[config.mk]
export PLATFORM = sky130hd
export DESIGN_NAME = spi_reg_slave
export DESIGN_NICKNAME = d
export VERILOG_FILES = /design/src/rtl/spi_reg_pkg.sv /design/src/rtl/spi_sync.sv /design/src/rtl/spi_shifter.sv /design/src/rtl/spi_frame_ctrl.sv /design/src/rtl/spi_reg_slave.sv
export SDC_FILE = /design/constraint.sdc
export NUM_CORES = 1
export LEC_CHECK = 0
export ABC_AREA = 1
export BUFFER_PORTS_ARGS = -buffer_cell sky130_fd_sc_hd__buf_4
export CAP_MARGIN = 20
export CORE_MARGIN = 10
export CORE_UTILIZATION = 56
export DETAILED_ROUTE_END_ITERATION = 16
export HOLD_SLACK_MARGIN = 0.1
export PLACE_DENSITY = 0.88
export SLEW_MARGIN = 20
export SYNTH_ARGS = -nofsm -noshare
export SYNTH_HDL_FRONTEND = slang
export SYNTH_SLANG_ARGS = --single-unit
[constraint.sdc]
create_clock -name clk -period 1.81 [get_ports clk]
set_clock_uncertainty 0.2 [all_clocks]
set_input_delay 0.181 -clock clk [delete_from_list [all_inputs] [get_ports clk]]
set_output_delay 0.181 -clock clk [all_outputs]
set_load 0.01 [all_outputs]
[src/rtl/spi_reg_pkg.sv]
package spi_reg_pkg;
  localparam int unsigned BYTE_W = 8;
  localparam int unsigned REG_AW = 6;

  typedef enum logic [1:0] {
    PH_CMD,
    PH_WRITE,
    PH_READ
  } phase_t;
endpackage

[src/rtl/spi_sync.sv]
module spi_sync #(
  parameter int unsigned W      = 3,
  parameter int unsigned STAGES = 2,
  parameter logic [W-1:0] RST_VAL = '0
) (
  input  logic         clk,
  input  logic         rst,
  input  logic [W-1:0] d_in,
  output logic [W-1:0] q_out
);
  logic [W-1:0] stg [STAGES];

  always_ff @(posedge clk) begin
    if (rst) stg[0] <= RST_VAL;
    else     stg[0] <= d_in;
  end

  genvar g;
  generate
    for (g = 1; g < STAGES; g++) begin : g_stage
      always_ff @(posedge clk) begin
        if (rst) stg[g] <= RST_VAL;
        else     stg[g] <= stg[g-1];
      end
    end
  endgenerate

  assign q_out = stg[STAGES-1];
endmodule

[src/rtl/spi_shifter.sv]
module spi_shifter #(
  parameter int unsigned BYTE_W = spi_reg_pkg::BYTE_W
) (
  input  logic              clk,
  input  logic              rst,
  input  logic              cs_act,
  input  logic              sck_s,
  input  logic              mosi_s,
  input  logic [BYTE_W-1:0] load_val,
  output logic              byte_vld,
  output logic [BYTE_W-1:0] byte_val,
  output logic              miso_bit
);
  localparam int unsigned CNT_W = $clog2(BYTE_W);
  localparam logic [CNT_W-1:0] LAST_BIT = CNT_W'(BYTE_W - 1);

  logic              sck_q;
  logic              rise, fall;
  logic [CNT_W-1:0]  bit_cnt;
  logic [BYTE_W-1:0] rx_sh, tx_sh, rx_next;

  assign rise    = sck_s & ~sck_q;
  assign fall    = ~sck_s & sck_q;
  assign rx_next = {rx_sh[BYTE_W-2:0], mosi_s};

  always_ff @(posedge clk) begin
    if (rst) begin
      sck_q    <= 1'b0;
      bit_cnt  <= '0;
      rx_sh    <= '0;
      tx_sh    <= '0;
      byte_vld <= 1'b0;
      byte_val <= '0;
    end else begin
      sck_q    <= sck_s;
      byte_vld <= 1'b0;
      if (!cs_act) begin
        bit_cnt <= '0;
        rx_sh   <= '0;
        tx_sh   <= '0;
      end else begin
        if (rise) begin
          rx_sh <= rx_next;
          if (bit_cnt == LAST_BIT) begin
            bit_cnt  <= '0;
            byte_vld <= 1'b1;
            byte_val <= rx_next;
          end else begin
            bit_cnt <= bit_cnt + 1'b1;
          end
        end
        if (fall) begin
          if (bit_cnt == '0) tx_sh <= load_val;
          else               tx_sh <= {tx_sh[BYTE_W-2:0], 1'b0};
        end
      end
    end
  end

  assign miso_bit = tx_sh[BYTE_W-1];

  // a byte takes many cycles, so completion is a single pulse
  a_r2_byte_pulse: assert property (@(posedge clk) disable iff (rst)
    byte_vld |=> !byte_vld);
endmodule

[src/rtl/spi_frame_ctrl.sv]
module spi_frame_ctrl #(
  parameter int unsigned BYTE_W = spi_reg_pkg::BYTE_W,
  parameter int unsigned REG_AW = spi_reg_pkg::REG_AW
) (
  input  logic              clk,
  input  logic              rst,
  input  logic              cs_act,
  input  logic              byte_vld,
  input  logic [BYTE_W-1:0] byte_val,
  input  logic [BYTE_W-1:0] reg_rdata,
  output logic [REG_AW-1:0] reg_addr,
  output logic              reg_wr,
  output logic [BYTE_W-1:0] reg_wdata,
  output logic              reg_rd,
  output logic [BYTE_W-1:0] load_val
);
  import spi_reg_pkg::*;

  localparam int unsigned RD_FLAG = BYTE_W - 1;

  phase_t phase;
  logic   rd_pend;

  always_ff @(posedge clk) begin
    if (rst) begin
      phase     <= PH_CMD;
      reg_addr  <= '0;
      reg_wr    <= 1'b0;
      reg_wdata <= '0;
      reg_rd    <= 1'b0;
      rd_pend   <= 1'b0;
      load_val  <= '0;
    end else begin
      reg_wr  <= 1'b0;
      reg_rd  <= 1'b0;
      rd_pend <= reg_rd;
      if (rd_pend) load_val <= reg_rdata;
      if (!cs_act) begin
        phase    <= PH_CMD;
        load_val <= '0;
      end else if (byte_vld) begin
        unique case (phase)
          PH_CMD: begin
            reg_addr <= byte_val[REG_AW:1];
            if (byte_val[RD_FLAG]) begin
              phase  <= PH_READ;
              reg_rd <= 1'b1;
            end else begin
              phase    <= PH_WRITE;
              load_val <= '0;
            end
          end
          PH_WRITE: begin
            reg_wr    <= 1'b1;
            reg_wdata <= byte_val;
          end
          PH_READ: begin
            reg_addr <= byte_val[REG_AW:1];
            reg_rd   <= 1'b1;
          end
          default: phase <= PH_CMD;
        endcase
      end
    end
  end

  // streamed writes never move the address
  a_r3_wr_addr_steady: assert property (@(posedge clk) disable iff (rst)
    reg_wr |-> $stable(reg_addr));
  // the two strobes never coincide
  a_r4_rd_wr_excl: assert property (@(posedge clk) disable iff (rst)
    !(reg_rd && reg_wr));
  // one read strobe per byte slot
  a_r5_rd_single: assert property (@(posedge clk) disable iff (rst)
    reg_rd |=> !reg_rd);
endmodule

[src/rtl/spi_reg_slave.sv]
module spi_reg_slave #(
  parameter int unsigned BYTE_W      = spi_reg_pkg::BYTE_W,
  parameter int unsigned REG_AW      = spi_reg_pkg::REG_AW,
  parameter int unsigned SYNC_STAGES = 2
) (
  input  logic              clk,
  input  logic              rst,
  input  logic              spi_sck,
  input  logic              spi_cs_n,
  input  logic              spi_mosi,
  output logic              spi_miso,
  output logic              spi_miso_oe,
  output logic [REG_AW-1:0] reg_addr,
  output logic              reg_wr,
  output logic [BYTE_W-1:0] reg_wdata,
  output logic              reg_rd,
  input  logic [BYTE_W-1:0] reg_rdata
);
  logic [2:0]        pins_s;
  logic              cs_act;
  logic              byte_vld;
  logic [BYTE_W-1:0] byte_val;
  logic [BYTE_W-1:0] load_val;
  logic              miso_bit;

  spi_sync #(.W(3), .STAGES(SYNC_STAGES), .RST_VAL(3'b100)) u_sync (
    .clk   (clk),
    .rst   (rst),
    .d_in  ({spi_cs_n, spi_sck, spi_mosi}),
    .q_out (pins_s)
  );

  assign cs_act = ~pins_s[2];

  spi_shifter #(.BYTE_W(BYTE_W)) u_shift (
    .clk      (clk),
    .rst      (rst),
    .cs_act   (cs_act),
    .sck_s    (pins_s[1]),
    .mosi_s   (pins_s[0]),
    .load_val (load_val),
    .byte_vld (byte_vld),
    .byte_val (byte_val),
    .miso_bit (miso_bit)
  );

  spi_frame_ctrl #(.BYTE_W(BYTE_W), .REG_AW(REG_AW)) u_ctrl (
    .clk       (clk),
    .rst       (rst),
    .cs_act    (cs_act),
    .byte_vld  (byte_vld),
    .byte_val  (byte_val),
    .reg_rdata (reg_rdata),
    .reg_addr  (reg_addr),
    .reg_wr    (reg_wr),
    .reg_wdata (reg_wdata),
    .reg_rd    (reg_rd),
    .load_val  (load_val)
  );

  always_ff @(posedge clk) begin
    if (rst) spi_miso_oe <= 1'b0;
    else     spi_miso_oe <= cs_act;
  end

  assign spi_miso = miso_bit;

  // nothing driven while deselected
  a_r7_idle_low: assert property (@(posedge clk) disable iff (rst)
    !spi_miso_oe |-> !spi_miso);
  // strobes only follow a byte completed inside a frame
  a_r6_strobe_in_frame: assert property (@(posedge clk) disable iff (rst)
    (reg_wr || reg_rd) |-> $past(cs_act));
endmodule

==> summary.md <==
| Metric | Value |
|---|---|
| Cell count along the critical path | 4 |
| Total routing resource utilization after global routing | 15.3% |
| Worst hold-check path type | register to register |
| Relative contribution of sequential cells to total power | 54.2% |
| Net Sw Power | 0.000556 W |
| Relative area change from synthesis to final layout | 22.5% |
| Internal power | 0.00199 W |
| Post-CTS setup buffer count | 0 |
| Family with the most delay on the worst path | buffers and inverters |
| Nets | 400 |
| Number of max-slew violations in the final report | 0 |
| Placeable Area | 4320 um2 |
| Maximum frequency from static timing analysis | 570 MHz |
| Sinks on Clock Net | 62 |
| Arrival time reported for the critical path endpoint | 1.79 ns |
| Placer congestion estimate | 0.797 |
| Run status | complete, no violations |
| Clock tree from TritonCTS | built |
| Detail-routed via count per cell | 4.99 |
| DR iter-0 viols | 161 |
| Worst-path fanout max | 20 |
| Nature of the critical path startpoint | input port |
| # rows | 24 |
| Most frequent standard cell in the layout excluding fill and tap cells | nand2_1 |
| Number of warnings reported in the yosys synthesis log | 0 |
| Share of the yosys chip area belonging to registers | 49.8% |
| Global-route wire length before repair | 9340 um |
| Total of buffers placed on input and output ports | 30 |
| Antenna cell count | 0 |
| Post-DP HPWL | 3570 um |
| Endpoint class of the critical path | register |
| Number of detailed-route iterations in the first pass | 4 |
| Number of global-route vias before repair | 2177 |
| Die outline width | 86.7 um |
| Stage delay of the slowest cell on the critical path | 0.56 ns |
| Boundary pin count | 31 |
| Total number of vias | 2182 |
| List of cells traversed by the critical path | dlygate4sd3_1 > buf_4 > or2_2 > dlygate4sd3_1 |
| Portion of total power attributed to combinational logic | 4.0% |
| Number of library cell types mapped by synthesis | 21 |
| Least-Margin Pin Slew | 0.396 ns |
| H-tree Lvls | 3 |
| GR Overflow Total | 0 |
| Required time at the endpoint of the critical path | 1.84 ns |
| Cell at the slowest stage of the critical path | dlygate4sd3_1 |
| Clock transition time at the flip-flop clock pins of the worst setup and hold paths | 0.06 ns |
| Worst slew slack as a fraction of its limit | 73.6% |
| Total Negative Setup Slacks | 0 ns |
| Area share of the largest cell type after synthesis | 49.8% |
| Bufs on Longest Clock Path | 2 |
| Die Area | 7520 um2 |
| Syn Nets | 351 |
| Effective utilization at floorplan | 57.6% |
| Top cells by area, synth | dfxtp_1 (50%), nand2_1 (9.5%), inv_1 (7.4%) |
| Hold_ws | 0.201 ns |
| Setup-violating endpoint count in the final report | 0 |
| Total instance count after detailed placement | 407 |
| Initial antenna violation count | 0 |
| Residual DRC | 0 |
| Cell at the root of the clock tree | clkbuf_8 |
| Static leakage power | 1.22 nW |
| Part of the total power dissipated in the clock network | 41.8% |
| Cell seen most often among critical-path stages | dlygate4sd3_1 |
| Worst supply voltage drop on vdd | 0.579 mV |
| Number of CTS-inserted buffers | 9 |
| Height of the chip | 86.7 um |
| Average routed wire per standard cell | 12.2 um |
| Setup Crit Path Kind | input port to register |
| Final period demand of the worst path | 1.75 ns |
| Setup repair after global routing missed its margin | no |
| Buffers & Inverters on Critical Path | 3 |
| Total power density per cell area | 834 nW/um2 |
| Post-synth top area cell | dfxtp_1 |
| Largest net degree at the start of global routing | 21 |
| Gate Count Post-Synth | 332 |
| Post-synthesis area per instance | 7.50 um2 |
| Switching part of the total power | 21.8% |
| Fraction of layout cells with a size suffix above 1 | 15.3% |
| Final worst-path cycle share | 96.9% |
| Commonest cells after routing, fill and taps aside | nand2_1 (63), dfxtp_1 (62), inv_1 (49) |
| Post-Layout Cell Count | 437 |
| R2R depth | 7 |
| Number of instances on the worst hold path | 2 |
| Final antenna-violating net count | 0 |
| Post-synthesis register bit count | 62 |
| Final Hold Vio Count | 0 |
| Mapped Area | 2490 um2 |
| Clock latency at the later pin of the worst-skew pair | 0.35 ns |
| Final routed wirelength across all metal layers | 5310 um |
| Total of max-cap violations | 0 |
-- repair_timing --
action,CTS,global route
resized for setup,0,1
endpoints found under the setup margin,0,4
endpoints found under the hold margin,26,0
hold buffers,15,0
-- cell usage after synthesis --
master    instances
a211oi_1          1
a21oi_1          33
buf_1             1
buf_2             4
buf_4             3
buf_6             3
dfxtp_1          62
ha_1              6
inv_1            49
inv_2             2
nand2_1          63
nand2_2           2
nand3_1          36
nand3_2           1
nor2_1           46
nor2_2            3
nor2_4            2
nor3_1            1
o21ai_0          11
o21ai_1           1
or2_2             2
-- power groups by stage --
stage / Sequential, W / Clock (W) / Combinational (W)
after floorplan: 0.00141 / 0 / 0.0000487
after global placement: 0.00141 / 0 / 0.0000739
after detailed placement: 0.00141 / 0 / 0.0000757
after CTS: 0.00138 / 0.00107 / 0.000101
after global routing: 0.00138 / 0.00113 / 0.000114
final: 0.00138 / 0.00106 / 0.000102
-- tightest hold or removal path, stage by stage (launching register included) --
cell and delay (ns):
dfxtp_1 0.29, inv_1 0.04, nor2_1 0.03
-- cell families (layout without fill, tap and decap cells) --
group | after synthesis | after routing | synth area share (%)
adder cells (fa/ha/maj) | 6 | 6 | 3.01
buffers and inverters | 62 | 115 | 10.9
AND/OR/NAND/NOR | 156 | 156 | 26.9
flip-flops | 62 | 62 | 49.8
AO/OA/AOI/OAI | 46 | 46 | 9.34
-- registers in the layout, indices dropped and copies added (netlist names) --
name and count:
u_shift.sck_q 1, u_ctrl.reg_addr 6, spi_miso_oe 1, u_sync.stg 6, u_shift.byte_val 8, u_shift.rx_sh 7
u_ctrl.reg_wr 1, u_shift.tx_sh 8, u_ctrl.reg_wdata 8, u_ctrl.phase 2, u_shift.byte_vld 1, u_ctrl.reg_rd 1
u_shift.bit_cnt 3, u_ctrl.rd_pend 1, u_ctrl.load_val 8
-- cell type report --
class	count	area, um2
Fill cell	338	1270
Sequential cell	62	1240
Timing Repair Buffer	49	405
Clock buffer	14	163
Multi-Input combinational cell	208	981
Inverter	51	191
Tap cell	52	65.1
Clock inverter	1	5.00
-- stage by stage --
step | util (%) | instance area, um2 | setup WS [ns] | power, W
floorplan | - | 2490 | 0.335 | 0.00146
global route | 70.6 | 3050 | 0.0121 | 0.00262
finish | 70.6 | 3050 | 0.0561 | 0.00255
detailed placement | 63.2 | 2730 | 0.129 | 0.00148
CTS | 70.5 | 3050 | 0.0664 | 0.00255
global placement | 63.2 | 2730 | 0.225 | 0.00148
-- worst paths after layout --
check | from | end | slack (ns)
max reg2reg | u_shift.bit_cnt[0] | u_shift.byte_val[3] | 0.23
min reg2reg | u_sync.stg[0][0] | u_sync.stg[1][0] | 0.20
min | u_sync.stg[0][0] | u_sync.stg[1][0] | 0.20
max | rst | u_sync.stg[0][2] | 0.06
-- layer usage --
layer  track usage [%]  up-vias  part of all wire (%)
li1                  -     1135                     -
met1              16.5      987                    43
met2              25.9       47                    49
met3              4.69       13                   5.6
met4              8.98        0                   2.4
met5                 0        -                     0
Note: power is estimated with default switching activity, not from simulation.
